<file path="src/rtl/adc_pp_pkg.sv">
package adc_pp_pkg;

  typedef enum logic {
    THR_HALF = 1'b0,
    THR_FULL = 1'b1
  } thr_sel_e;

  typedef enum logic {
    ROUTE_IRQ = 1'b0,
    ROUTE_DMA = 1'b1
  } req_route_e;

endpackage

</file>
<file path="src/rtl/adc_pp_shape.sv">
module adc_pp_shape #(
  parameter int RAW_W  = 12,
  parameter int JUST_W = 4,
  localparam int OUT_W = RAW_W + JUST_W
) (
  input  logic [RAW_W-1:0] raw,
  input  logic [RAW_W-1:0] ofs,
  input  logic             ofs_en,
  input  logic             just_en,
  output logic [OUT_W-1:0] plain,
  output logic [OUT_W-1:0] cond
);

  logic [RAW_W-1:0] clamped;
  logic [RAW_W-1:0] base;

  // offset first, clamp at zero, then justify
  always_comb begin
    clamped = (raw >= ofs) ? (raw - ofs) : '0;
    base    = ofs_en ? clamped : raw;
  end

  always_comb begin
    if (just_en) begin
      plain = {raw,  {JUST_W{1'b0}}};
      cond  = {base, {JUST_W{1'b0}}};
    end else begin
      plain = {{JUST_W{1'b0}}, raw};
      cond  = {{JUST_W{1'b0}}, base};
    end
  end

endmodule

</file>
<file path="src/rtl/adc_pp_hold.sv">
module adc_pp_hold #(
  parameter int OUT_W = 16
) (
  input  logic             clk,
  input  logic             rst,
  input  logic             wr,
  input  logic [OUT_W-1:0] plain_in,
  input  logic [OUT_W-1:0] cond_in,
  input  logic             rd,
  input  logic             lost,
  output logic [OUT_W-1:0] plain_q,
  output logic [OUT_W-1:0] cond_q,
  output logic             valid_q,
  output logic             ovr_q
);

  logic ovr_set;

  always_comb ovr_set = (wr && valid_q && !rd) || lost;

  always_ff @(posedge clk) begin
    if (rst) begin
      plain_q <= '0;
      cond_q  <= '0;
      valid_q <= 1'b0;
      ovr_q   <= 1'b0;
    end else begin
      if (wr) begin
        plain_q <= plain_in;
        cond_q  <= cond_in;
      end
      if (wr)
        valid_q <= 1'b1;
      else if (rd)
        valid_q <= 1'b0;
      if (ovr_set)
        ovr_q <= 1'b1;
      else if (rd)
        ovr_q <= 1'b0;
    end
  end

endmodule

</file>
<file path="src/rtl/adc_pp_fifo.sv">
module adc_pp_fifo #(
  parameter int WIDTH = 16,
  parameter int DEPTH = 8,
  localparam int PTR_W = (DEPTH > 1) ? $clog2(DEPTH) : 1,
  localparam int CNT_W = $clog2(DEPTH + 1)
) (
  input  logic             clk,
  input  logic             rst,
  input  logic             push,
  input  logic [WIDTH-1:0] din,
  input  logic             pop,
  output logic [WIDTH-1:0] dout,
  output logic [CNT_W-1:0] level_q,
  output logic [CNT_W-1:0] level_nx,
  output logic             dropped
);

  logic [WIDTH-1:0] mem [DEPTH];
  logic [PTR_W-1:0] wr_ptr, rd_ptr;
  logic             is_full, is_empty, do_pop, do_push;

  always_comb begin
    is_full  = (level_q == CNT_W'(DEPTH));
    is_empty = (level_q == '0);
    do_pop   = pop && !is_empty;
    do_push  = push && (!is_full || do_pop);
    dropped  = push && is_full && !do_pop;
    level_nx = level_q + CNT_W'(do_push) - CNT_W'(do_pop);
  end

  function automatic logic [PTR_W-1:0] bump(input logic [PTR_W-1:0] p);
    return (p == PTR_W'(DEPTH - 1)) ? '0 : p + 1'b1;
  endfunction

  // storage kept free of reset so it maps onto RAM
  always_ff @(posedge clk) begin
    if (do_push)
      mem[wr_ptr] <= din;
  end

  always_ff @(posedge clk) begin
    if (rst)
      dout <= '0;
    else if (do_pop)
      dout <= mem[rd_ptr];
  end

  always_ff @(posedge clk) begin
    if (rst) begin
      wr_ptr  <= '0;
      rd_ptr  <= '0;
      level_q <= '0;
    end else begin
      if (do_push) wr_ptr <= bump(wr_ptr);
      if (do_pop)  rd_ptr <= bump(rd_ptr);
      level_q <= level_nx;
    end
  end

endmodule

</file>
<file path="src/rtl/adc_result_fifo.sv">
module adc_result_fifo
  import adc_pp_pkg::*;
#(
  parameter int RAW_W  = 12,
  parameter int JUST_W = 4,
  parameter int DEPTH  = 8,
  localparam int OUT_W = RAW_W + JUST_W,
  localparam int CNT_W = $clog2(DEPTH + 1)
) (
  input  logic             clk,
  input  logic             rst,
  input  logic             res_stb,
  input  logic [RAW_W-1:0] res_raw,
  input  logic             ofs_en,
  input  logic [RAW_W-1:0] ofs_val,
  input  logic             just_en,
  input  logic             thr_full,
  input  logic             dma_mode,
  input  logic             hold_rd,
  input  logic             q_pop,
  output logic [OUT_W-1:0] hold_plain,
  output logic [OUT_W-1:0] hold_cond,
  output logic             hold_valid,
  output logic             hold_ovr,
  output logic [OUT_W-1:0] q_data,
  output logic [CNT_W-1:0] q_level,
  output logic             irq_req,
  output logic             dma_req
);

  localparam int HALF = DEPTH / 2;

  logic [OUT_W-1:0] plain_w, cond_w;
  logic [CNT_W-1:0] level_nx;
  logic             dropped, hit;
  thr_sel_e         thr_sel;
  req_route_e       route;

  adc_pp_shape #(.RAW_W(RAW_W), .JUST_W(JUST_W)) u_shape (
    .raw(res_raw), .ofs(ofs_val), .ofs_en(ofs_en), .just_en(just_en),
    .plain(plain_w), .cond(cond_w)
  );

  adc_pp_fifo #(.WIDTH(OUT_W), .DEPTH(DEPTH)) u_fifo (
    .clk(clk), .rst(rst), .push(res_stb), .din(cond_w), .pop(q_pop),
    .dout(q_data), .level_q(q_level), .level_nx(level_nx), .dropped(dropped)
  );

  adc_pp_hold #(.OUT_W(OUT_W)) u_hold (
    .clk(clk), .rst(rst), .wr(res_stb), .plain_in(plain_w), .cond_in(cond_w),
    .rd(hold_rd), .lost(dropped), .plain_q(hold_plain), .cond_q(hold_cond),
    .valid_q(hold_valid), .ovr_q(hold_ovr)
  );

  always_comb begin
    thr_sel = thr_sel_e'(thr_full);
    route   = req_route_e'(dma_mode);
    hit     = (thr_sel == THR_FULL) ? (level_nx == CNT_W'(DEPTH))
                                    : (level_nx >= CNT_W'(HALF));
  end

  always_ff @(posedge clk) begin
    if (rst) begin
      irq_req <= 1'b0;
      dma_req <= 1'b0;
    end else begin
      irq_req <= hit && (route == ROUTE_IRQ);
      dma_req <= hit && (route == ROUTE_DMA);
    end
  end

endmodule

</file>
<file path="config.mk">
export PLATFORM = sky130hd
export DESIGN_NAME = adc_result_fifo
export DESIGN_NICKNAME = d
export VERILOG_FILES = /design/src/rtl/adc_pp_pkg.sv /design/src/rtl/adc_pp_shape.sv /design/src/rtl/adc_pp_hold.sv /design/src/rtl/adc_pp_fifo.sv /design/src/rtl/adc_result_fifo.sv
export SDC_FILE = /design/constraint.sdc
export NUM_CORES = 1
export LEC_CHECK = 0
export ABC_AREA = 1
export BUFFER_PORTS_ARGS = -buffer_cell sky130_fd_sc_hd__buf_4
export CORE_ASPECT_RATIO = 0.9
export CORE_UTILIZATION = 35
export DETAILED_ROUTE_END_ITERATION = 6
export GPL_ROUTABILITY_DRIVEN = 0
export PLACE_DENSITY = 0.56
export SYNTH_ARGS = -nofsm -noshare
export SYNTH_HDL_FRONTEND = slang
export SYNTH_HIERARCHICAL = 1
export SYNTH_SLANG_ARGS = --single-unit
</file>
<file path="constraint.sdc">
create_clock -name clk -period 2.8 [get_ports clk]
set_input_delay 0 -clock clk [delete_from_list [all_inputs] [get_ports clk]]
set_output_delay 0 -clock clk [all_outputs]
set_load 0.005 [all_outputs]
</file>
==> flow_metrics.tcl <==
set metrics [dict create \
    grt_pass1_vias 6711 \
    yosys.area.top_type "edfxtp_1" \
    synth-simple-area-share_pct 24.9 \
    cp-start-kind "register" \
    cp_max_fo 10 \
    synth.area.top_cells "edfxtp_1 (42%), nand2_1 (16%), dfxtp_1 (13%)" \
    antenna_found_initial 0 \
    drt-total-wl_mm 23.0 \
    rows 55 \
    cp_common_cell "nand2_1" \
    cp_top_family "simple AND/OR/NAND/NOR gates" \
    pre_cts_slack_ns 0.258 \
    critPathCaptureType "register" \
    synth_mux_area_share_pct 0 \
    cts_resized 0 \
    synthCells 1085 \
    hold_violations 0 \
    synth-seq-cells 190 \
    status "complete, no violations" \
    final_core_util_pct 42.6 \
    clkSlewWorstSetupHoldPaths_ns 0.08 \
    core_um2 25500 \
    dp_hpwl_mm 14.9 \
    grt_first_pass_wirelength_mm 36.9 \
    slew_viol_final 0 \
    grt_overflow 0 \
    grt_max_degree 67 \
    synth_top_family_by_area "simple AND/OR/NAND/NOR gates" \
    worstSetupPathType "register to register" \
    clock_latency_ns 0.43 \
    clock_skew_ns 0.0146 \
    ioPinCount 89 \
    start_util_pct 36.1 \
    cts_tree "yes" \
    drtIter0Drc 474 \
    hp-class "input port to register" \
    post-route-period-util_pct 90.8 \
    fmax_mhz 393 \
    fin_hold_ws_ns 0.00239 \
    period_needed_ns 2.54 \
    numCtsBuffers 17 \
    tns_ns 0 \
    drive_above_1_share_pct 15.5 \
    synth_adder_area_share_pct 3.29 \
    syn-cell-area_um2 9200 \
    layout.nets 1236 \
    syn_to_final_growth_pct 17.9 \
    slew_headroom_pct 46.5 \
    path_cells "inv_1, ha_1, nand2_1, nand2_2, buf_4, nor2_1, inv_1, nand2_1, ha_1, inv_1, fa_1, or2_2, nand2_1, inv_1, nand2_1, nand2_1, nand2_1, nor2_1" \
    cpPeakStageDelay_ns 0.37 \
    synth.net_count 1141 \
    grt_usage_pct 17.7 \
    fp.dieH_um 156 \
    dr.pass1.iters 5 \
    vias 7075 \
    clockBufferDepth 2 \
    finalInstanceArea_um2 10800 \
    cts_root_buffer "clkbuf_16" \
    fin_ws_ns 0.257 \
    p_per_area_nw_per_um2 763 \
    num_antenna_cells 0 \
    crit_arrival_ns 2.87 \
    final_cells 1535 \
    avgViaCountPerCell 4.61 \
    cp.required_ns 3.13 \
    cts_sinks 190 \
    portBuffers 88 \
    setup_viol 0 \
    ys_seq_area_share_pct 55.3 \
    p_leak_nw 5.02 \
    slowest_stage "fa_1" \
    cts_max_level 4 \
    max_slew.worst_pin.slew_ns 0.803 \
    rsz0062_at_grt "false" \
    synth_compound_area_share_pct 5.06 \
    place_area_um2 10200 \
    path_buf_inv 5 \
    reg2reg_slack_ns 0.26 \
    vdd_ir_drop_max_v 0.000433 \
    maxCapViolCount 0 \
    die_w_um 173 \
    p_total_mw 8.28 \
    synth_cell_type_count 28 \
    syn_area_per_cell_um2 8.48 \
    drc 0 \
    die_area_um2 26900 \
    synth_top_area_share_pct 41.8 \
    synth_xor_area_share_pct 0.476 \
    place_inst 1494 \
    avgRoutedWirePerCell_um 15.0 \
    synth_warnings 6 \
    ant_nets 0 \
]
## synth_stat cells, drive strengths merged
cell	instances
nand2	395
inv	182
edfxtp	128
nand3	111
a21oi	63
dfxtp	62
nor2	42
buf	37
ha	21
o21ai	15
clkbuf	10
nand4	5
or2	4
xor2	4
o21bai	3
fa	2
xnor2	1
## timing repair
action,4_1_cts,5_1_grt
hold buffers,9,0
endpoints found under the setup margin,0,0
buffers inserted,0,0
hold endpoints to repair,16,0
## area by class of cell
type / instances / area (µm²)
Clock buffer: 19 / 464
Clock inverter: 13 / 120
Fill cell: 2600 / 14600
Inverter: 182 / 691
Multi-Input combinational cell: 666 / 3100
Sequential cell: 190 / 5090
Tap cell: 342 / 428
Timing Repair Buffer: 123 / 958
## placed cells by master, fill, tap and decap left out, types with 2 or more instances in the layout
| cell | count |
|---|---|
| o21bai_1 | 3 |
| nand4_1 | 5 |
| inv_1 | 173 |
| inv_8 | 4 |
| fa_1 | 2 |
| nor2_1 | 42 |
| o21ai_1 | 7 |
| or2_1 | 2 |
| inv_2 | 8 |
| xor2_1 | 4 |
| nand2_2 | 13 |
| edfxtp_1 | 128 |
| nand2_1 | 382 |
| inv_6 | 4 |
| o21ai_0 | 8 |
| a21oi_1 | 49 |
| clkbuf_16 | 18 |
| buf_4 | 113 |
| a21oi_2 | 14 |
| ha_1 | 21 |
| dlygate4sd3_1 | 9 |
| nand3_1 | 110 |
| clkinv_4 | 2 |
| dfxtp_1 | 61 |
## cell families (layout without fill, tap and decap cells)
group / count (synthesis) / in the layout
AO/OA/AOI/OAI: 81 / 81
XOR/XNOR: 5 / 5
adder cells (fa/ha/maj): 23 / 23
buffers and inverters: 229 / 337
flip-flops: 190 / 190
AND/OR/NAND/NOR: 557 / 557
## power by group
part | switching (mW) | total [mW] | internal (mW)
Sequential | 0.124 | 3.45 | 3.33
Clock | 1.15 | 2.40 | 1.25
Combinational | 1.57 | 2.42 | 0.853
Total | 2.84 | 8.28 | 5.43
## state kept, by name (all words and copies together) (netlist names)
| signal | cells |
|---|---|
| irq_req | 1 |
| u_hold/plain_q | 16 |
| u_fifo/dout | 16 |
| u_fifo/level_q | 4 |
| u_fifo/mem | 128 |
| dma_req | 1 |
| u_hold/cond_q | 16 |
| u_hold/ovr_q | 1 |
| u_fifo/rd_ptr | 3 |
| u_hold/valid_q | 1 |
| u_fifo/wr_ptr | 3 |
## path summary, 6_finish.rpt
kind	startpoint	end	cells past startpoint
max	u_fifo/level_q[2]$_SDFF_PP0_	dma_req$_SDFF_PP0_	18
min	res_raw[9]	u_hold/plain_q[13]$_SDFFE_PP0P_	5
max reg2reg	u_fifo/level_q[2]$_SDFF_PP0_	dma_req$_SDFF_PP0_	18
min reg2reg	u_hold/cond_q[6]$_SDFFE_PP0P_	u_hold/cond_q[6]$_SDFFE_PP0P_	2
## tightest hold or removal path, cell delays in order
cell and delay, ns:
buf_4 0.13, nand2_1 0.09, inv_1 0.04, nand2_1 0.07, a21oi_2 0.05
## metal layers
metal  GRT usage (%)  share of wire [%]
met1            24.8                 48
met2            28.5                 46
met3            3.14                5.6
met4            4.38                1.1
met5               0                  0
No activity file was read; power rests on OpenSTA's default activity.
